===== config.mk =====
export PLATFORM = sky130hd
export DESIGN_NAME = status_byte_unit
export DESIGN_NICKNAME = d
export VERILOG_FILES = /design/src/rtl/sb_pkg.sv /design/src/rtl/sb_flag.sv /design/src/rtl/sb_summary.sv /design/src/rtl/sb_srq.sv /design/src/rtl/status_byte_unit.sv
export SDC_FILE = /design/constraint.sdc
export NUM_CORES = 1
export LEC_CHECK = 0
export BUFFER_PORTS_ARGS = -buffer_cell sky130_fd_sc_hd__buf_2
export CORE_MARGIN = 5
export CORE_UTILIZATION = 42
export DETAILED_ROUTE_END_ITERATION = 10
export PLACE_DENSITY = 0.81
export RECOVER_POWER = 100
export SLEW_MARGIN = 20
export SYNTH_ARGS = -nofsm -noshare
export SYNTH_HDL_FRONTEND = slang
export SYNTH_SLANG_ARGS = --single-unit

===== constraint.sdc =====
create_clock -name clk -period 2.79 [get_ports clk]
set_clock_uncertainty 0.05 [all_clocks]
set_input_delay 0.4185 -clock clk [delete_from_list [all_inputs] [get_ports clk]]
set_output_delay 0.4185 -clock clk [all_outputs]
set_load 0.005 [all_outputs]

===== src/rtl/sb_pkg.sv =====
`timescale 1ns/1ps
// Package sb_pkg
// Shared constants for the status byte unit: byte width and bit positions.
// Assumes an 8-bit status byte whose positions are decoded by bus software.
package sb_pkg;
    localparam int SB_W     = 8;
    localparam int BIT_BUSY = 0;
    localparam int BIT_SYS  = 2;
    localparam int BIT_QUES = 3;
    localparam int BIT_MAV  = 4;
    localparam int BIT_ESB  = 5;
    localparam int BIT_SUM  = 6;
    localparam int BIT_OPER = 7;
    // index of each held flag inside the flag bank
    localparam int FLG_SYS  = 0;
    localparam int FLG_MAV  = 1;
    localparam int FLG_ESB  = 2;
    localparam int N_FLAG   = 3;
endpackage


===== src/rtl/sb_flag.sv =====
`timescale 1ns/1ps
// Module sb_flag
// One held status flag with a set pulse, a read-clear pulse and a global
// clear. The global clear always wins. SET_WINS picks which of set and
// read-clear wins when both arrive in the same cycle.
// Assumes the pulses are synchronous to clk and one cycle wide.
module sb_flag #(
    parameter bit SET_WINS = 1'b1
) (
    input  logic clk,
    input  logic rst_n,
    input  logic set_i,
    input  logic rd_clr_i,
    input  logic clr_all_i,
    output logic q_o
);
    logic q_nxt;

    generate
        if (SET_WINS) begin : g_set_first
            // next value when a new set outranks a read-clear
            always_comb begin
                if (set_i)         q_nxt = 1'b1;
                else if (rd_clr_i) q_nxt = 1'b0;
                else               q_nxt = q_o;
            end
        end else begin : g_clr_first
            // next value when a read-clear outranks a new set
            always_comb begin
                if (rd_clr_i)      q_nxt = 1'b0;
                else if (set_i)    q_nxt = 1'b1;
                else               q_nxt = q_o;
            end
        end
    endgenerate

    // flag register with global clear priority
    always_ff @(posedge clk) begin
        if (!rst_n)         q_o <= 1'b0;
        else if (clr_all_i) q_o <= 1'b0;
        else                q_o <= q_nxt;
    end

    // a global clear always leaves the flag empty
    assert_flag_clear_R10: assert property (@(posedge clk) disable iff (!rst_n)
        clr_all_i |=> !q_o);
    // R7 (also covers R8, R9): an unopposed set leaves the flag high
    assert_flag_set_R7: assert property (@(posedge clk) disable iff (!rst_n)
        (set_i && !clr_all_i && (SET_WINS || !rd_clr_i)) |=> q_o);
    // with no pulse at all the flag holds
    assert_flag_hold_R9: assert property (@(posedge clk) disable iff (!rst_n)
        (!set_i && !rd_clr_i && !clr_all_i) |=> (q_o == $past(q_o)));
endmodule


===== src/rtl/sb_summary.sv =====
`timescale 1ns/1ps
// Module sb_summary
// Combinational masked summary: high when some status bit is set together
// with its enable bit. Bit SKIP is excluded so that the summary cannot
// feed back into itself.
// Assumes stat_i and en_i share one bit layout.
module sb_summary #(
    parameter int W    = 8,
    parameter int SKIP = 6
) (
    input  logic [W-1:0] stat_i,
    input  logic [W-1:0] en_i,
    output logic         mss_o
);
    localparam logic [W-1:0] KEEP = ~(W'(1) << SKIP);

    logic [W-1:0] hit;

    genvar i;
    generate
        for (i = 0; i < W; i++) begin : g_hit
            assign hit[i] = stat_i[i] & en_i[i] & KEEP[i];
        end
    endgenerate

    // reduce the per-bit matches to the summary
    always_comb mss_o = |hit;
endmodule


===== src/rtl/sb_srq.sv =====
`timescale 1ns/1ps
// Module sb_srq
// Request flag: latches on a rising edge of the masked summary and clears
// on a serial poll or a clear-status. The order is clear-status first,
// then a new edge, then the poll.
// Assumes poll_i and clr_i are one-cycle strobes.
module sb_srq (
    input  logic clk,
    input  logic rst_n,
    input  logic mss_i,
    input  logic poll_i,
    input  logic clr_i,
    output logic rqs_o
);
    logic mss_q;
    logic rise;

    // summary as seen at the previous edge
    always_ff @(posedge clk) begin
        if (!rst_n) mss_q <= 1'b0;
        else        mss_q <= mss_i;
    end

    // low-to-high transition of the summary between edges
    always_comb rise = mss_i & ~mss_q;

    // request flag update with fixed priority
    always_ff @(posedge clk) begin
        if (!rst_n)      rqs_o <= 1'b0;
        else if (clr_i)  rqs_o <= 1'b0;
        else if (rise)   rqs_o <= 1'b1;
        else if (poll_i) rqs_o <= 1'b0;
    end

    // a summary that is high after being low raises the request
    assert_rqs_rise_R3: assert property (@(posedge clk) disable iff (!rst_n)
        (mss_i && !mss_q && !clr_i) |=> rqs_o);
    // a summary that stays high cannot raise it again
    assert_no_rearm_R4: assert property (@(posedge clk) disable iff (!rst_n)
        (!rqs_o && mss_q && mss_i) |=> !rqs_o);
    // a poll with no fresh edge drops the request
    assert_poll_clears_R5: assert property (@(posedge clk) disable iff (!rst_n)
        (poll_i && !(mss_i && !mss_q)) |=> !rqs_o);
    // clear-status drops the request regardless of edges
    assert_clr_rqs_R10: assert property (@(posedge clk) disable iff (!rst_n)
        clr_i |=> !rqs_o);
endmodule


===== src/rtl/status_byte_unit.sv =====
`timescale 1ns/1ps
// Module status_byte_unit
// Builds the 8-bit status byte from live summary levels and held flags,
// holds the service-request enable mask, and derives the masked summary,
// the latched request and the two read views.
// Assumes every strobe is one cycle wide and synchronous to clk.
module status_byte_unit
    import sb_pkg::*;
(
    input  logic            clk,
    input  logic            rst_n,
    input  logic            busy_i,
    input  logic            ques_sum_i,
    input  logic            oper_sum_i,
    input  logic            err_push_i,
    input  logic            oq_put_i,
    input  logic            oq_read_i,
    input  logic            esr_event_i,
    input  logic            esr_read_i,
    input  logic            clr_stat_i,
    input  logic            sre_we_i,
    input  logic [SB_W-1:0] sre_wdata_i,
    input  logic            poll_i,
    output logic [SB_W-1:0] query_byte_o,
    output logic [SB_W-1:0] poll_byte_o,
    output logic            srq_o
);
    logic [SB_W-1:0]   sre_q;
    logic [N_FLAG-1:0] flag_set;
    logic [N_FLAG-1:0] flag_rdclr;
    logic [N_FLAG-1:0] flag_q;
    logic [SB_W-1:0]   stat;
    logic              mss;
    logic              rqs;

    // enable mask register, written by software
    always_ff @(posedge clk) begin
        if (!rst_n)        sre_q <= '0;
        else if (sre_we_i) sre_q <= sre_wdata_i;
    end

    // route the pulses to the flag bank
    always_comb begin
        flag_set             = '0;
        flag_rdclr           = '0;
        flag_set[FLG_SYS]    = err_push_i;
        flag_set[FLG_MAV]    = oq_put_i;
        flag_rdclr[FLG_MAV]  = oq_read_i;
        flag_set[FLG_ESB]    = esr_event_i;
        flag_rdclr[FLG_ESB]  = esr_read_i;
    end

    genvar f;
    generate
        for (f = 0; f < N_FLAG; f++) begin : g_flag
            sb_flag #(.SET_WINS(1'b1)) u_flag (
                .clk       (clk),
                .rst_n     (rst_n),
                .set_i     (flag_set[f]),
                .rd_clr_i  (flag_rdclr[f]),
                .clr_all_i (clr_stat_i),
                .q_o       (flag_q[f])
            );
        end
    endgenerate

    // assemble the status byte without bit 6
    always_comb begin
        stat           = '0;
        stat[BIT_BUSY] = busy_i;
        stat[BIT_SYS]  = flag_q[FLG_SYS];
        stat[BIT_QUES] = ques_sum_i;
        stat[BIT_MAV]  = flag_q[FLG_MAV];
        stat[BIT_ESB]  = flag_q[FLG_ESB];
        stat[BIT_OPER] = oper_sum_i;
    end

    sb_summary #(.W(SB_W), .SKIP(BIT_SUM)) u_sum (
        .stat_i (stat),
        .en_i   (sre_q),
        .mss_o  (mss)
    );

    sb_srq u_srq (
        .clk    (clk),
        .rst_n  (rst_n),
        .mss_i  (mss),
        .poll_i (poll_i),
        .clr_i  (clr_stat_i),
        .rqs_o  (rqs)
    );

    // the two read views differ only in bit 6
    always_comb begin
        query_byte_o          = stat;
        query_byte_o[BIT_SUM] = mss;
        poll_byte_o           = stat;
        poll_byte_o[BIT_SUM]  = rqs;
        srq_o                 = rqs;
    end

    // the two views agree outside bit 6
    assert_views_agree_R5: assert property (@(posedge clk) disable iff (!rst_n)
        ((query_byte_o ^ poll_byte_o) & ~(SB_W'(1) << BIT_SUM)) == '0);
    // writing an all-zero mask silences the summary from the next cycle
    assert_zero_mask_R2: assert property (@(posedge clk) disable iff (!rst_n)
        (sre_we_i && sre_wdata_i == '0) |=> !query_byte_o[BIT_SUM]);
    // the cycle after reset the mask is empty, so no summary
    assert_reset_quiet_R11: assert property (@(posedge clk)
        !rst_n |=> !query_byte_o[BIT_SUM]);
endmodule


==> results.cfg, run 1 <==
[die]
die_h_um = 46.7
core_mm2 = 0.00128
initial_utilization_pct = 44.0
pin_count = 38
row_count = 13
dieArea_mm2 = 0.00218
die_w_um = 46.7

[clock_network]
clkLatencyLatePin_ps = 260
cts.path.max_buffers = 2
root_buffer = clkbuf_4
clkTransAtPathRegs_ps = 70
cts-resized-gates = 0
htree_levels = 1
ctsHoldBuffers = 0
cts_tree = done
cts.sinks = 11
numCtsBuffers = 3
post-cts-setup-buffers = 0

[drt]
wl_per_cell_um = 11.5
drt_iter0_drc = 4
vias_per_cell = 4.55
wl_um = 1090
firstDrtPassIters = 2
drc = 0
vias = 432
ant_nets = 0

[critical_path]
cp_data_required_time_ps = 2320
start_kind = flop
path_class = reg2out
critical_path_depth = 3
cp-end-kind = output pin
path_buf_inv = 1
cpPeakStageDelay_ps = 320
critPathMaxFanout = 2
worstReg2RegEnd = u_srq.mss_q
worstSetupEndpoint = query_byte_o[6]
setup.worst_path.start = sre_q[2]
reg2reg_from = sre_q[2]
ff2ff_setup_slack_ps = 1760
cpLargestDelayFamily = flip-flops
cp_cell_sequence = a22oi_1 > nand3_2 > buf_2
arrival_ps = 1100
rr_worst_depth = 3
cp_slowest_cell = dfxtp_1

[cells_and_area]
area_delta_synth_final_pct = 12.4
seq_area_um2 = 220
drive_gt1_share_pct = 37.5
layout_commonest_cell = buf_2
fillerInstances = 131
utilization_pct = 49.5
fin_cells = 95
multi_input_area_um2 = 209
n_antenna_cell = 0
nNetsFinal = 102
final_area_um2 = 636
final_cell_mix = buf_2, dfxtp_1, clkbuf_1

[status]
status = complete, no violations

[synth]
synth_top_area_cell = dfxtp_1
synthCells = 59
syn_area_um2 = 566
syn_area_per_cell_um2 = 9.59
synth_top_area_share_pct = 38.9
ys_seq_elements = 11
synth_top_cells_by_area = dfxtp_1, buf_4, mux2i_1, a22oi_2, nor2b_1
yosysWarnings = 0
ys_seq_area_share_pct = 38.9
ys_types = 13

[pwr]
power_density_mw_per_mm2 = 510
ir_worst_vdd_uv = 212
power_mw = 0.324
power.leakage_nw = 0.323

[sta]
finalCritPeriodShare_pct = 56.2
rsz0062_at_grt = no
fmax_mhz = 638
finalHoldViolations = 0
worst_slack_ps = 1220
hold_ws_ps = 314
fin_crit_ps = 1570
slew_violations = 0
tns_ps = 0
finalSetupViolCount = 0

[place]
postPlaceCellArea_um2 = 626
gp_congestion = 0.690
port_buffers = 33
place_inst = 91
dpl.hpwl_um = 927
place_ws_ps = 1390

[global_route]
antenna_found_initial = 0
grt_max_degree = 9
grt-ovfl-total = 0
grt_pass1_wl_um = 1600
grt_usage_pct = 11.0
grt_pass1_vias = 391

[min_path]
hp-class = in2reg

[job]
cap_viol_max_count = 0
==> cell type report <==
cell class,instances,area share (%)
multi-input cells,30,32.9
clock buffers,4,4.13
flip-flops and latches,11,34.6
well taps,15,2.95
repair buffers,33,24.2
inverters,2,1.18
==> cells in the mapped netlist <==
cell type / n
nor2_1: 4
nand2b_1: 2
nand4_1: 1
inv_1: 2
a22oi_2: 3
conb_1: 1
and2_1: 2
mux2i_1: 6
dfxtp_1: 11
buf_4: 17
nor2b_1: 6
nand3_2: 1
a21oi_1: 3
==> power breakdown <==
part / switching, mW / total [mW] / internal [mW] / leakage, nW
sequential: 0.00585 / 0.172 / 0.166 / 0.0906
combinational: 0.0221 / 0.0488 / 0.0267 / 0.217
clock: 0.0485 / 0.104 / 0.0552 / 0.0150
==> metal layers <==
layer | track usage [%] | vias up | wire, um
li1 | - | 219 | -
met1 | 9.51 | 188 | 379
met2 | 20.1 | 23 | 561
met3 | 3.91 | 2 | 133
met4 | 8.29 | 0 | 19
met5 | 0 | - | 0
==> kinds of logic after synthesis <==
logic type      count (synthesis)  share of synthesized area [%]
simple gates                   16                           16.6
buf+inv                        19                           23.9
mux                             6                           10.6
flops                          11                           38.9
other cells                     1                          0.663
compound gates                  6                           9.29
==> tightest hold or removal path: cells and delay by family <==
| family | cells | cell delay, ps |
|---|---|---|
| AND/OR/NAND/NOR | 2 | 90 |
| buffers and inverters | 1 | 70 |
==> registers in the layout, indices dropped and copies added, names as in the netlist <==
name,cells
u_srq.rqs_o,1
g_flag.u_flag.q_o,3
sre_q,6
u_srq.mss_q,1
==> worst min-delay path by stage <==
| stage | from | to | slack (ps) | cells after the start |
|---|---|---|---|---|
| floorplan | g_flag[0].u_flag.q_o | g_flag[0].u_flag.q_o | 450 | 2 |
| global placement | g_flag[0].u_flag.q_o | g_flag[0].u_flag.q_o | 460 | 2 |
| detailed placement | g_flag[0].u_flag.q_o | g_flag[0].u_flag.q_o | 460 | 2 |
| CTS | err_push_i | g_flag[0].u_flag.q_o | 310 | 3 |
| global route | oq_put_i | g_flag[1].u_flag.q_o | 320 | 3 |
| finish | err_push_i | g_flag[0].u_flag.q_o | 310 | 3 |
No activity file was read; power rests on OpenSTA's default activity.
==> run 2, diff against run 1 <==
--- a/config.mk
+++ b/config.mk
@@ -5,11 +5,12 @@
 export SDC_FILE = /design/constraint.sdc
 export NUM_CORES = 1
 export LEC_CHECK = 0
+export ABC_AREA = 1
 export BUFFER_PORTS_ARGS = -buffer_cell sky130_fd_sc_hd__buf_2
 export CORE_MARGIN = 5
-export CORE_UTILIZATION = 42
+export CORE_UTILIZATION = 39
 export DETAILED_ROUTE_END_ITERATION = 10
-export PLACE_DENSITY = 0.81
+export PLACE_DENSITY = 0.76
 export RECOVER_POWER = 100
 export SLEW_MARGIN = 20
 export SYNTH_ARGS = -nofsm -noshare
==> constraint.sdc (replaced) <==
create_clock -name clk -period 1.5 [get_ports clk]
set_clock_uncertainty 0.05 [all_clocks]
set_input_delay 0.225 -clock clk [delete_from_list [all_inputs] [get_ports clk]]
set_output_delay 0.225 -clock clk [all_outputs]
set_load 0.005 [all_outputs]
==> run 2 against run 1 <==
Effect of this change:
- first-iteration DRC count grew to 2.8 times the previous value
- register-to-register slack lost 1200 ps
- sequential share of layout area increased by 0.27 points
- critical path depth grew 2
- synthesized area fell by 2.9%
- count of clock-buffer cells in the layout unchanged
- sequential power is 86% higher
- cell area shrank 0.79%
- global-route usage about the same
- largest cell class unchanged
==> results.cfg, run 2 <==
[status]
status = complete, no violations

[global_route]
grt_usage_pct = 11.0
use_met2_pct = 15.5
use_met1_pct = 13.1
grt_max_degree = 8
grt_pass1_vias = 415
grt_pass1_wl_um = 1680
use_met3_pct = 3.76
grt-ovfl-total = 0
top_usage_layer = met2
antenna_found_initial = 0

[synth]
synth_flop_cell = dfxtp_1
synth_common_cells = buf_4, nor2_1, nand2_1
ys_types = 12
ys_seq_elements = 11
syn_area_um2 = 549
synthCells = 75
synth-edff-count = 0
synth_top_cells_by_area = dfxtp_1, buf_4, nor2_1, nand2_1, o21ai_0
yosysWarnings = 0
syn_area_per_cell_um2 = 7.32
ys_async_sr_fraction_pct = 0
yosysMostFrequentCell = buf_4
ys_seq_area_share_pct = 40.1
synth_top_area_share_pct = 40.1
synth_top_area_cell = dfxtp_1

[die]
initial_utilization_pct = 41.7
row_count = 13
die_h_um = 47.5
dieArea_mm2 = 0.00226
core_mm2 = 0.00132
pin_count = 38
die_w_um = 47.5

[clock_network]
clkLatencyLatePin_ps = 270
cts_tree = done
cts-resized-gates = 0
htree_levels = 1
ctsHoldBuffers = 0
post-cts-setup-buffers = 0
numCtsBuffers = 3
clkTransAtPathRegs_ps = 70
cts.path.max_buffers = 2
cts.sinks = 11
root_buffer = clkbuf_4

[cells_and_area]
final_cell_mix = buf_2, nor2_1, nand2_1
fillerInstances = 142
seq_area_um2 = 220
multi_input_area_um2 = 186
nNetsFinal = 119
regMostFlops = sre_q
n_antenna_cell = 0
top_regs = sre_q: 6 flops, g_flag.u_flag.q_o: 3 flops
area_delta_synth_final_pct = 14.8
drive_gt1_share_pct = 33.0
largest_register_ffs = 6
layout_commonest_cell = buf_2

[pwr]
power.leakage_nw = 0.334
power_density_mw_per_mm2 = 973
p_clk_share_pct = 32.7
power.switching_mw = 0.156
ir_worst_vdd_uv = 359
power_mw = 0.614
p_int_mw = 0.458
comb_power_share_pct = 15.0
p_seq_share_pct = 52.2
swShare_pct = 25.4

[place]
dpl.hpwl_um = 851
gp_congestion = 0.668
port_buffers = 33

[critical_path]
cp-end-kind = output pin
cp_data_required_time_ps = 1220
ff2ff_setup_slack_ps = 570
critPathMaxFanout = 4
path_class = reg2out
arrival_ps = 1040
start_kind = flop
rr_worst_depth = 6
reg2reg_from = g_flag[1].u_flag.q_o
worstReg2RegEnd = u_srq.rqs_o

[job]
cap_viol_max_count = 0

[sta]
rsz0062_at_grt = no
finalHoldViolations = 0
finalCritPeriodShare_pct = 87.8
finalSetupViolCount = 0
fmax_mhz = 759
tns_ps = 0
fin_crit_ps = 1320
slew_violations = 0

[drt]
drc = 0
vias = 493
ant_nets = 0
wl_per_cell_um = 9.08
firstDrtPassIters = 4
wl_um = 1020
vias_per_cell = 4.40
drt_iter0_drc = 11

[min_path]
whs_path_depth = 3
hp-class = in2reg
hp-start = esr_event_i
hold_end = g_flag[2].u_flag.q_o
-- run 2: area by class of cell --
class | count | share of cell area [%]
Inverter | 7 | 4.17
Clock buffer | 4 | 4.17
Multi-Input combinational cell | 42 | 29.6
Tap cell | 15 | 2.98
Timing Repair Buffer | 33 | 24.2
Sequential cell | 11 | 34.9
-- run 2: power groups by stage --
| stage | sequential [mW] | clock, mW | combinational, mW |
|---|---|---|---|
| global placement | 0.327 | 0 | 0.0956 |
| CTS | 0.320 | 0.211 | 0.0982 |
| floorplan | 0.325 | 0 | 0.0749 |
| finish | 0.320 | 0.201 | 0.0923 |
| detailed placement | 0.327 | 0 | 0.0977 |
| global route | 0.324 | 0.224 | 0.109 |
-- run 2: worst max-delay path, cell delays in order (launching register included) --
cell      delay, ps
dfxtp_1         330
nand2_1          60
nand2_1          50
nor2_1          130
nand2_1          90
clkbuf_1        110
-- run 2: per-stage QoR --
step	setup WS [ps]	util (%)	hold slack, ps	instance area, um^2	std cells
floorplan	504	-	285	553	76
global placement	437	46.8	382	617	108
detailed placement	423	46.8	386	617	108
CTS	133	48.8	103	643	112
global route	37.2	47.9	108	631	112
finish	182	47.9	107	631	112
-- run 2: kinds of logic (layout without fill, tap and decap cells) --
group | after synthesis | in the layout | synth area share (%)
AND/OR/NAND/NOR | 30 | 30 | 22.8
buffers and inverters | 23 | 44 | 26.7
flip-flops | 11 | 11 | 40.1
AO/OA/AOI/OAI | 10 | 10 | 9.79
other | 1 | 2 | 0.683
-- run 2: per-layer routing --
layer,wire length [um],vias up
met5,0,-
met4,33,0
met3,114,6
met2,460,25
met1,409,208
li1,-,254
-- run 2: worst max path at each step --
stage | startpoint | end | cells after the start
global placement | ques_sum_i | query_byte_o[6] | 6
finish | g_flag[1].u_flag.q_o | query_byte_o[6] | 5
global route | g_flag[1].u_flag.q_o | query_byte_o[6] | 5
floorplan | g_flag[1].u_flag.q_o | query_byte_o[6] | 5
CTS | g_flag[1].u_flag.q_o | query_byte_o[6] | 5
detailed placement | ques_sum_i | query_byte_o[6] | 6
